## config.mk

```make
export PLATFORM = sky130hd
export DESIGN_NAME = ecc_fault_status
export DESIGN_NICKNAME = d
export VERILOG_FILES = /design/src/rtl/ecc_flt_pkg.sv /design/src/rtl/ecc_flt_classify.sv /design/src/rtl/ecc_flt_pipe.sv /design/src/rtl/ecc_flt_flag.sv /design/src/rtl/ecc_flt_regs.sv /design/src/rtl/ecc_fault_status.sv
export SDC_FILE = /design/constraint.sdc
export NUM_CORES = 1
export LEC_CHECK = 0
export BUFFER_PORTS_ARGS = -buffer_cell sky130_fd_sc_hd__clkbuf_2
export CAP_MARGIN = 20
export CORE_AREA = 2 2 39 41
export CTS_BUF_LIST = sky130_fd_sc_hd__clkbuf_8
export DETAILED_ROUTE_END_ITERATION = 16
export DIE_AREA = 0 0 41 43
export GPL_TIMING_DRIVEN = 1
export PLACE_DENSITY = 0.64
export SLEW_MARGIN = 20
export SYNTH_ARGS = -nofsm -noshare
export SYNTH_HDL_FRONTEND = slang
export SYNTH_SLANG_ARGS = --single-unit
```

## constraint.sdc

```tcl
create_clock -name clk -period 0.8 [get_ports clk]
set_input_delay 0.04 -clock clk [delete_from_list [all_inputs] [get_ports clk]]
set_output_delay 0.04 -clock clk [all_outputs]
set_load 0.1 [all_outputs]
```

## src/rtl/ecc_flt_pkg.sv

```systemverilog
`timescale 1ns/1ps
package ecc_flt_pkg;

   // classified fault event, one bit per flag
   typedef struct packed {
      logic dbl;
      logic sgl;
   } flt_evt_t;

   localparam int unsigned FLT_SGL_BIT = 0;
   localparam int unsigned FLT_DBL_BIT = 1;
   localparam int unsigned FLT_NUM     = 2;

   // configuration field positions
   localparam int unsigned CFG_IGN_BIT  = 0;
   localparam int unsigned CFG_ENS_BIT  = 1;
   localparam int unsigned CFG_END_BIT  = 2;
   localparam int unsigned CFG_W        = 3;

   localparam flt_evt_t FLT_NONE = '{dbl: 1'b0, sgl: 1'b0};

   function automatic logic [FLT_NUM-1:0] evt_to_vec(input flt_evt_t e);
      logic [FLT_NUM-1:0] v;
      v = '0;
      v[FLT_SGL_BIT] = e.sgl;
      v[FLT_DBL_BIT] = e.dbl;
      return v;
   endfunction

endpackage

```

## src/rtl/ecc_flt_classify.sv

```systemverilog
`timescale 1ns/1ps
module ecc_flt_classify
   import ecc_flt_pkg::*;
(
   input  logic     rd_strobe,
   input  logic     ecc_single,
   input  logic     ecc_double,
   input  logic     mem_busy,
   input  logic     ignore_single,
   output flt_evt_t evt
);

   logic collide;
   logic true_dbl;
   logic true_sgl;

   always_comb begin
      collide  = rd_strobe & mem_busy;
      true_dbl = rd_strobe & ~mem_busy & ecc_double;
      true_sgl = rd_strobe & ~mem_busy & ~ecc_double & ecc_single & ~ignore_single;
      evt.dbl  = collide | true_dbl;
      evt.sgl  = collide | true_sgl;
   end

endmodule

```

## src/rtl/ecc_flt_pipe.sv

```systemverilog
`timescale 1ns/1ps
module ecc_flt_pipe
   import ecc_flt_pkg::*;
#(
   parameter int unsigned STAGES = 1
) (
   input  logic     clk,
   input  logic     rst_n,
   input  flt_evt_t evt_i,
   output flt_evt_t evt_o
);

   generate
      if (STAGES == 0) begin : g_bypass
         assign evt_o = evt_i;
      end else begin : g_stages
         flt_evt_t sr [STAGES];
         for (genvar s = 0; s < STAGES; s++) begin : g_st
            always_ff @(posedge clk or negedge rst_n) begin
               if (!rst_n) begin
                  sr[s] <= FLT_NONE;
               end else if (s == 0) begin
                  sr[s] <= evt_i;
               end else begin
                  sr[s] <= sr[(s == 0) ? 0 : s-1];
               end
            end
         end
         assign evt_o = sr[STAGES-1];
      end
   endgenerate

endmodule

```

## src/rtl/ecc_flt_flag.sv

```systemverilog
`timescale 1ns/1ps
module ecc_flt_flag (
   input  logic clk,
   input  logic rst_n,
   input  logic set_i,
   input  logic clr_i,
   output logic flag_o
);

   always_ff @(posedge clk or negedge rst_n) begin
      if (!rst_n) flag_o <= 1'b0;
      else        flag_o <= set_i | (flag_o & ~clr_i);
   end

   AST_SET_BEATS_CLEAR: assert property (@(posedge clk) disable iff (!rst_n)
      set_i |=> flag_o);
   AST_ZERO_WRITE_HOLDS: assert property (@(posedge clk) disable iff (!rst_n)
      (flag_o && !clr_i) |=> flag_o);
   AST_ONE_WRITE_DROPS: assert property (@(posedge clk) disable iff (!rst_n)
      (clr_i && !set_i) |=> !flag_o);

endmodule

```

## src/rtl/ecc_flt_regs.sv

```systemverilog
`timescale 1ns/1ps
module ecc_flt_regs
   import ecc_flt_pkg::*;
#(
   parameter int unsigned REG_W     = 8,
   parameter int unsigned ADDR_W    = 2,
   parameter int unsigned CFG_ADDR  = 0,
   parameter int unsigned STAT_ADDR = 1,
   parameter int unsigned BUSY_ADDR = 2
) (
   input  logic               clk,
   input  logic               rst_n,
   input  logic               reg_wr,
   input  logic [ADDR_W-1:0]  reg_addr,
   input  logic [REG_W-1:0]   reg_wdata,
   input  logic [FLT_NUM-1:0] flags,
   input  logic               mem_busy,
   output logic [REG_W-1:0]   reg_rdata,
   output logic [FLT_NUM-1:0] clr,
   output logic [CFG_W-1:0]   cfg
);

   localparam logic [ADDR_W-1:0] A_CFG  = ADDR_W'(CFG_ADDR);
   localparam logic [ADDR_W-1:0] A_STAT = ADDR_W'(STAT_ADDR);
   localparam logic [ADDR_W-1:0] A_BUSY = ADDR_W'(BUSY_ADDR);

   logic sel_cfg, sel_stat, sel_busy;
   logic unused_wbits;

   assign sel_cfg  = (reg_addr == A_CFG);
   assign sel_stat = (reg_addr == A_STAT);
   assign sel_busy = (reg_addr == A_BUSY);
   assign unused_wbits = ^reg_wdata[REG_W-1:CFG_W];

   always_ff @(posedge clk or negedge rst_n) begin
      if (!rst_n)                 cfg <= '0;
      else if (reg_wr && sel_cfg) cfg <= reg_wdata[CFG_W-1:0];
   end

   always_comb begin
      clr = '0;
      if (reg_wr && sel_stat) clr = reg_wdata[FLT_NUM-1:0];
   end

   always_comb begin
      reg_rdata = '0;
      if (sel_cfg)       reg_rdata[CFG_W-1:0]   = cfg;
      else if (sel_stat) reg_rdata[FLT_NUM-1:0] = flags;
      else if (sel_busy) reg_rdata[0]           = mem_busy;
   end

   AST_CFG_ONLY_BY_WRITE: assert property (@(posedge clk) disable iff (!rst_n)
      !(reg_wr && sel_cfg) |=> $stable(cfg));
   AST_NO_CLEAR_WITHOUT_WRITE: assert property (@(posedge clk) disable iff (!rst_n)
      !reg_wr |-> (clr == '0));

endmodule

```

## src/rtl/ecc_fault_status.sv

```systemverilog
`timescale 1ns/1ps
module ecc_fault_status
   import ecc_flt_pkg::*;
#(
   parameter int unsigned REG_W          = 8,
   parameter int unsigned ADDR_W         = 2,
   parameter int unsigned CFG_ADDR       = 0,
   parameter int unsigned STAT_ADDR      = 1,
   parameter int unsigned BUSY_ADDR      = 2,
   parameter int unsigned CAPTURE_STAGES = 1
) (
   input  logic              clk,
   input  logic              rst_n,
   input  logic              rd_strobe,
   input  logic              ecc_single,
   input  logic              ecc_double,
   input  logic              mem_busy,
   input  logic              reg_wr,
   input  logic [ADDR_W-1:0] reg_addr,
   input  logic [REG_W-1:0]  reg_wdata,
   output logic [REG_W-1:0]  reg_rdata,
   output logic              irq_single,
   output logic              irq_double
);

   localparam int unsigned ADDR_SPAN = 1 << ADDR_W;

   generate
      if (REG_W < CFG_W) begin : g_chk_w
         $error("ecc_fault_status: REG_W too narrow for config fields");
      end
      if (CFG_ADDR >= ADDR_SPAN || STAT_ADDR >= ADDR_SPAN || BUSY_ADDR >= ADDR_SPAN) begin : g_chk_a
         $error("ecc_fault_status: register address outside ADDR_W span");
      end
      if (CFG_ADDR == STAT_ADDR || CFG_ADDR == BUSY_ADDR || STAT_ADDR == BUSY_ADDR) begin : g_chk_u
         $error("ecc_fault_status: register addresses must differ");
      end
      if (CAPTURE_STAGES > 4) begin : g_chk_s
         $error("ecc_fault_status: CAPTURE_STAGES limited to 4");
      end
   endgenerate

   flt_evt_t           evt_now, evt_late;
   logic [FLT_NUM-1:0] set_v, clr_v, flags;
   logic [CFG_W-1:0]   cfg;

   ecc_flt_classify u_cls (
      .rd_strobe    (rd_strobe),
      .ecc_single   (ecc_single),
      .ecc_double   (ecc_double),
      .mem_busy     (mem_busy),
      .ignore_single(cfg[CFG_IGN_BIT]),
      .evt          (evt_now)
   );

   ecc_flt_pipe #(.STAGES(CAPTURE_STAGES)) u_pipe (
      .clk  (clk),
      .rst_n(rst_n),
      .evt_i(evt_now),
      .evt_o(evt_late)
   );

   assign set_v = evt_to_vec(evt_late);

   generate
      for (genvar f = 0; f < FLT_NUM; f++) begin : g_flag
         ecc_flt_flag u_flag (
            .clk   (clk),
            .rst_n (rst_n),
            .set_i (set_v[f]),
            .clr_i (clr_v[f]),
            .flag_o(flags[f])
         );
      end
   endgenerate

   ecc_flt_regs #(
      .REG_W    (REG_W),
      .ADDR_W   (ADDR_W),
      .CFG_ADDR (CFG_ADDR),
      .STAT_ADDR(STAT_ADDR),
      .BUSY_ADDR(BUSY_ADDR)
   ) u_regs (
      .clk      (clk),
      .rst_n    (rst_n),
      .reg_wr   (reg_wr),
      .reg_addr (reg_addr),
      .reg_wdata(reg_wdata),
      .flags    (flags),
      .mem_busy (mem_busy),
      .reg_rdata(reg_rdata),
      .clr      (clr_v),
      .cfg      (cfg)
   );

   assign irq_single = flags[FLT_SGL_BIT] & cfg[CFG_ENS_BIT];
   assign irq_double = flags[FLT_DBL_BIT] & cfg[CFG_END_BIT];

   AST_SGL_HAS_CAUSE: assert property (@(posedge clk) disable iff (!rst_n)
      $rose(flags[FLT_SGL_BIT]) |-> $past(rd_strobe && (mem_busy ||
         (ecc_single && !ecc_double && !cfg[CFG_IGN_BIT])), CAPTURE_STAGES+1));
   AST_DBL_HAS_STROBE: assert property (@(posedge clk) disable iff (!rst_n)
      $rose(flags[FLT_DBL_BIT]) |-> $past(rd_strobe && (mem_busy || ecc_double),
         CAPTURE_STAGES+1));

   generate
      if (CAPTURE_STAGES == 1) begin : g_lat_chk
         AST_COLLIDE_SETS_BOTH: assert property (@(posedge clk) disable iff (!rst_n)
            (rd_strobe && mem_busy) |-> ##2 (flags == 2'b11));
      end
   endgenerate

endmodule

```

==> impl_metrics.yaml <==
outcome:
  outcome: "finished with violations"
  violations: "setup timing"
synthesis:
  ys_seq_area_share_pct: 45.0
  avgSynthCellArea_um2: 11.8
  synth_area_leaders: "dfrtp_1 (45%), buf_4 (9.6%), mux2_2 (8.7%), mux2i_1 (5.1%), nor3b_4 (4.8%)"
  synth_cell_types: 15
  synth-seq-cells: 7
  yosysWarnings: 0
  syn-cell-area_um2: 389
  yosys.area.top_type_share_pct: 45.0
  synth_cells: 33
  netlist.top_cell.by_area: "dfrtp_1"
power_and_ir_drop:
  pwr-share-comb_pct: 48.0
  irDropWorstVdd_v: 0.00109
  pwr-share-clk_pct: 27.2
  pwr-share-seq_pct: 24.8
  p_leak_uw: 0.000329
  power_density_mw_per_mm2: 2450
  p_int_uw: 1060
  switching_share_pct: 39.1
  switchingPower_uw: 678
floorplan:
  initial_core_util_pct: 28.1
  dieArea_mm2: 0.00176
  core_region_area_mm2: 0.00138
  dieWidth_um: 41
  fp-row-count: 14
  die_h_um: 43
  io_pins: 27
clock_tree:
  cts_buffers: 3
  htreeDepth: 1
  clk_pin_slew_ns: 0.04
  cts_sinks: 7
  clk_path_buf_depth: 2
  cts_tree: "yes"
  cts_root_buf: "clkbuf_8"
  clkLatencyLatePin_ns: 0.22
worst_setup_path:
  cp-start-kind: "flip-flop"
  cp_data_arrival_time_ns: 1.08
  cp.required_ns: 0.76
  setup.worst_path.end_class: "primary output"
  crit_type: "reg -> out"
  crit_fanout: 2
global_route:
  grt_pass1_vias: 341
  antenna_found_initial: 0
  grt-ovfl-total: 0
  grt_util_all_layers_pct: 11.7
  grt_pass1_wl_um: 1320
  grt_start_max_net_pins: 8
finish:
  drive_above_1_share_pct: 65.0
  fill_cells: 130
  finalCoreUtilization_pct: 51.1
  n_antenna_cell: 0
  layout.nets: 78
  area_delta_synth_final_pct: 81.7
timing:
  max_freq_mhz: 889
  drv_slew: 0
  rsz0062_at_grt: "true"
  hold_viol: 0
  setup_viol: 7
  layout_worst_path_cycle_share_pct: 141
  fin_ws_ns: -0.325
  clock_skew_ns: 0.000157
  fin_crit_ns: 1.12
placed_design:
  numPortBuffers: 16
  routabilityCongestion: 0.629
  place_ws_ns: -0.152
route:
  vias_per_cell: 4.49
  routed_wl_um: 894
  vias: 341
  wl_per_cell_um: 11.8
  drt_iter0_markers: 2
  first_pass_iters: 3
  detail-route-antenna-nets: 0
  remaining_drc_errors: 0
job:
  drv.max_cap_violation_count: 0
worst_hold_path:
  min_path_type: "in -> reg"
[power groups by stage]
stage / registers (µW) / logic [µW] / clock network, µW
after floorplan: 424 / 550 / 0
after global placement: 427 / 785 / 0
after detailed placement: 429 / 791 / 0
after CTS: 431 / 814 / 493
after global routing: 435 / 863 / 504
final: 431 / 832 / 472
[layout make-up]
class | count | area [µm²] | area share [%]
clock inverter | 1 | 3.75 | 0.531
sequential | 7 | 175 | 24.8
clock buffer | 3 | 41.3 | 5.84
timing repair buffer | 25 | 229 | 32.4
tap | 16 | 20.0 | 2.83
multi-input combinational | 24 | 238 | 33.6
[path summary, 6_finish.rpt]
kind	slack (ns)	cells past startpoint	to	startpoint
worst max-delay path	-0.32	3	reg_rdata[0]	g_flag[0].u_flag.flag_o$_DFF_PN0_
worst min-delay path	0.04	2	u_pipe.evt_o[1]$_DFF_PN0_	rd_strobe
worst max register to register	-0.22	3	u_regs.cfg[0]$_DFFE_PN0P_	u_regs.cfg[0]$_DFFE_PN0P_
worst min register to register	0.42	1	g_flag[0].u_flag.flag_o$_DFF_PN0_	u_pipe.evt_o[0]$_DFF_PN0_
max in group asynchronous	0.45	2	u_regs.cfg[0]$_DFFE_PN0P_	rst_n
min in group asynchronous	0.19	2	g_flag[1].u_flag.flag_o$_DFF_PN0_	rst_n
[per-layer routing]
metal  global-route usage (%)  wire [µm]  vias to the layer above
li1                         -          -                      158
met1                     13.5        351                      161
met3                     3.14         70                        2
met2                     17.8        462                       20
met5                        0          0                        -
met4                     8.00         10                        0
[Yosys cell counts (all sizes together)]
master  number
nand2        1
nor3b        3
conb         1
o21a         2
o22ai        1
dfrtp        7
and2         2
nand4b       2
mux2i        2
a21o         2
mux2         3
buf          6
nor2         1
[worst max-delay path, stage by stage, from the launching register on]
cell and delay (ns):
dfrtp_1 0.39, mux2i_2 0.21, o22ai_4 0.10, buf_12 0.17
[sequential cells by signal (all words and copies together), names as in the netlist]
register and count:
g_flag.u_flag.flag_o 2, u_pipe.evt_o 2, u_regs.cfg 3
[cells by family (layout without fill, tap and decap cells)]
family / after synthesis / after routing / share of synthesized area, %
AOI/OAI and AO/OA: 5 / 5 / 9.32
other: 1 / 5 / 0.964
DFF: 7 / 7 / 45.0
buffers and inverters: 6 / 29 / 12.5
muxes: 5 / 5 / 13.8
and+or+nand+nor: 9 / 9 / 18.3
[placed cells by master, fill, tap and decap left out, types with 2 or more instances in the layout]
cell type,instances
buf_4,7
mux2i_2,2
nand4b_1,2
a21o_1,2
dfrtp_1,7
nor3b_4,2
and2_4,2
clkbuf_8,3
conb_1,5
mux2_4,2
clkbuf_2,11
o21a_1,2
buf_12,5
[timing repair]
action                                  in CTS  in global routing
pin swaps                                    1                  0
hold endpoints to repair                     7                  0
hold buffers                                 1                  0
buffers inserted                             0                  1
endpoints found under the setup margin       7                  9
gates resized for setup                      4                  1
[metrics by stage]
| step | area, µm² | instances | power (µW) | hold slack, ns | setup TNS, ns |
|---|---|---|---|---|---|
| floorplan | 457 | 37 | 974 | -0.256 | -1.04 |
| global placement | 627 | 70 | 1210 | -0.118 | -0.639 |
| detailed placement | 627 | 70 | 1220 | -0.118 | -0.734 |
| CTS | 696 | 75 | 1740 | 0.0354 | -1.55 |
| global route | 707 | 76 | 1800 | 0.0521 | -2.00 |
| finish | 707 | 76 | 1740 | 0.0387 | -1.72 |
(Power assumes the default switching activity.)
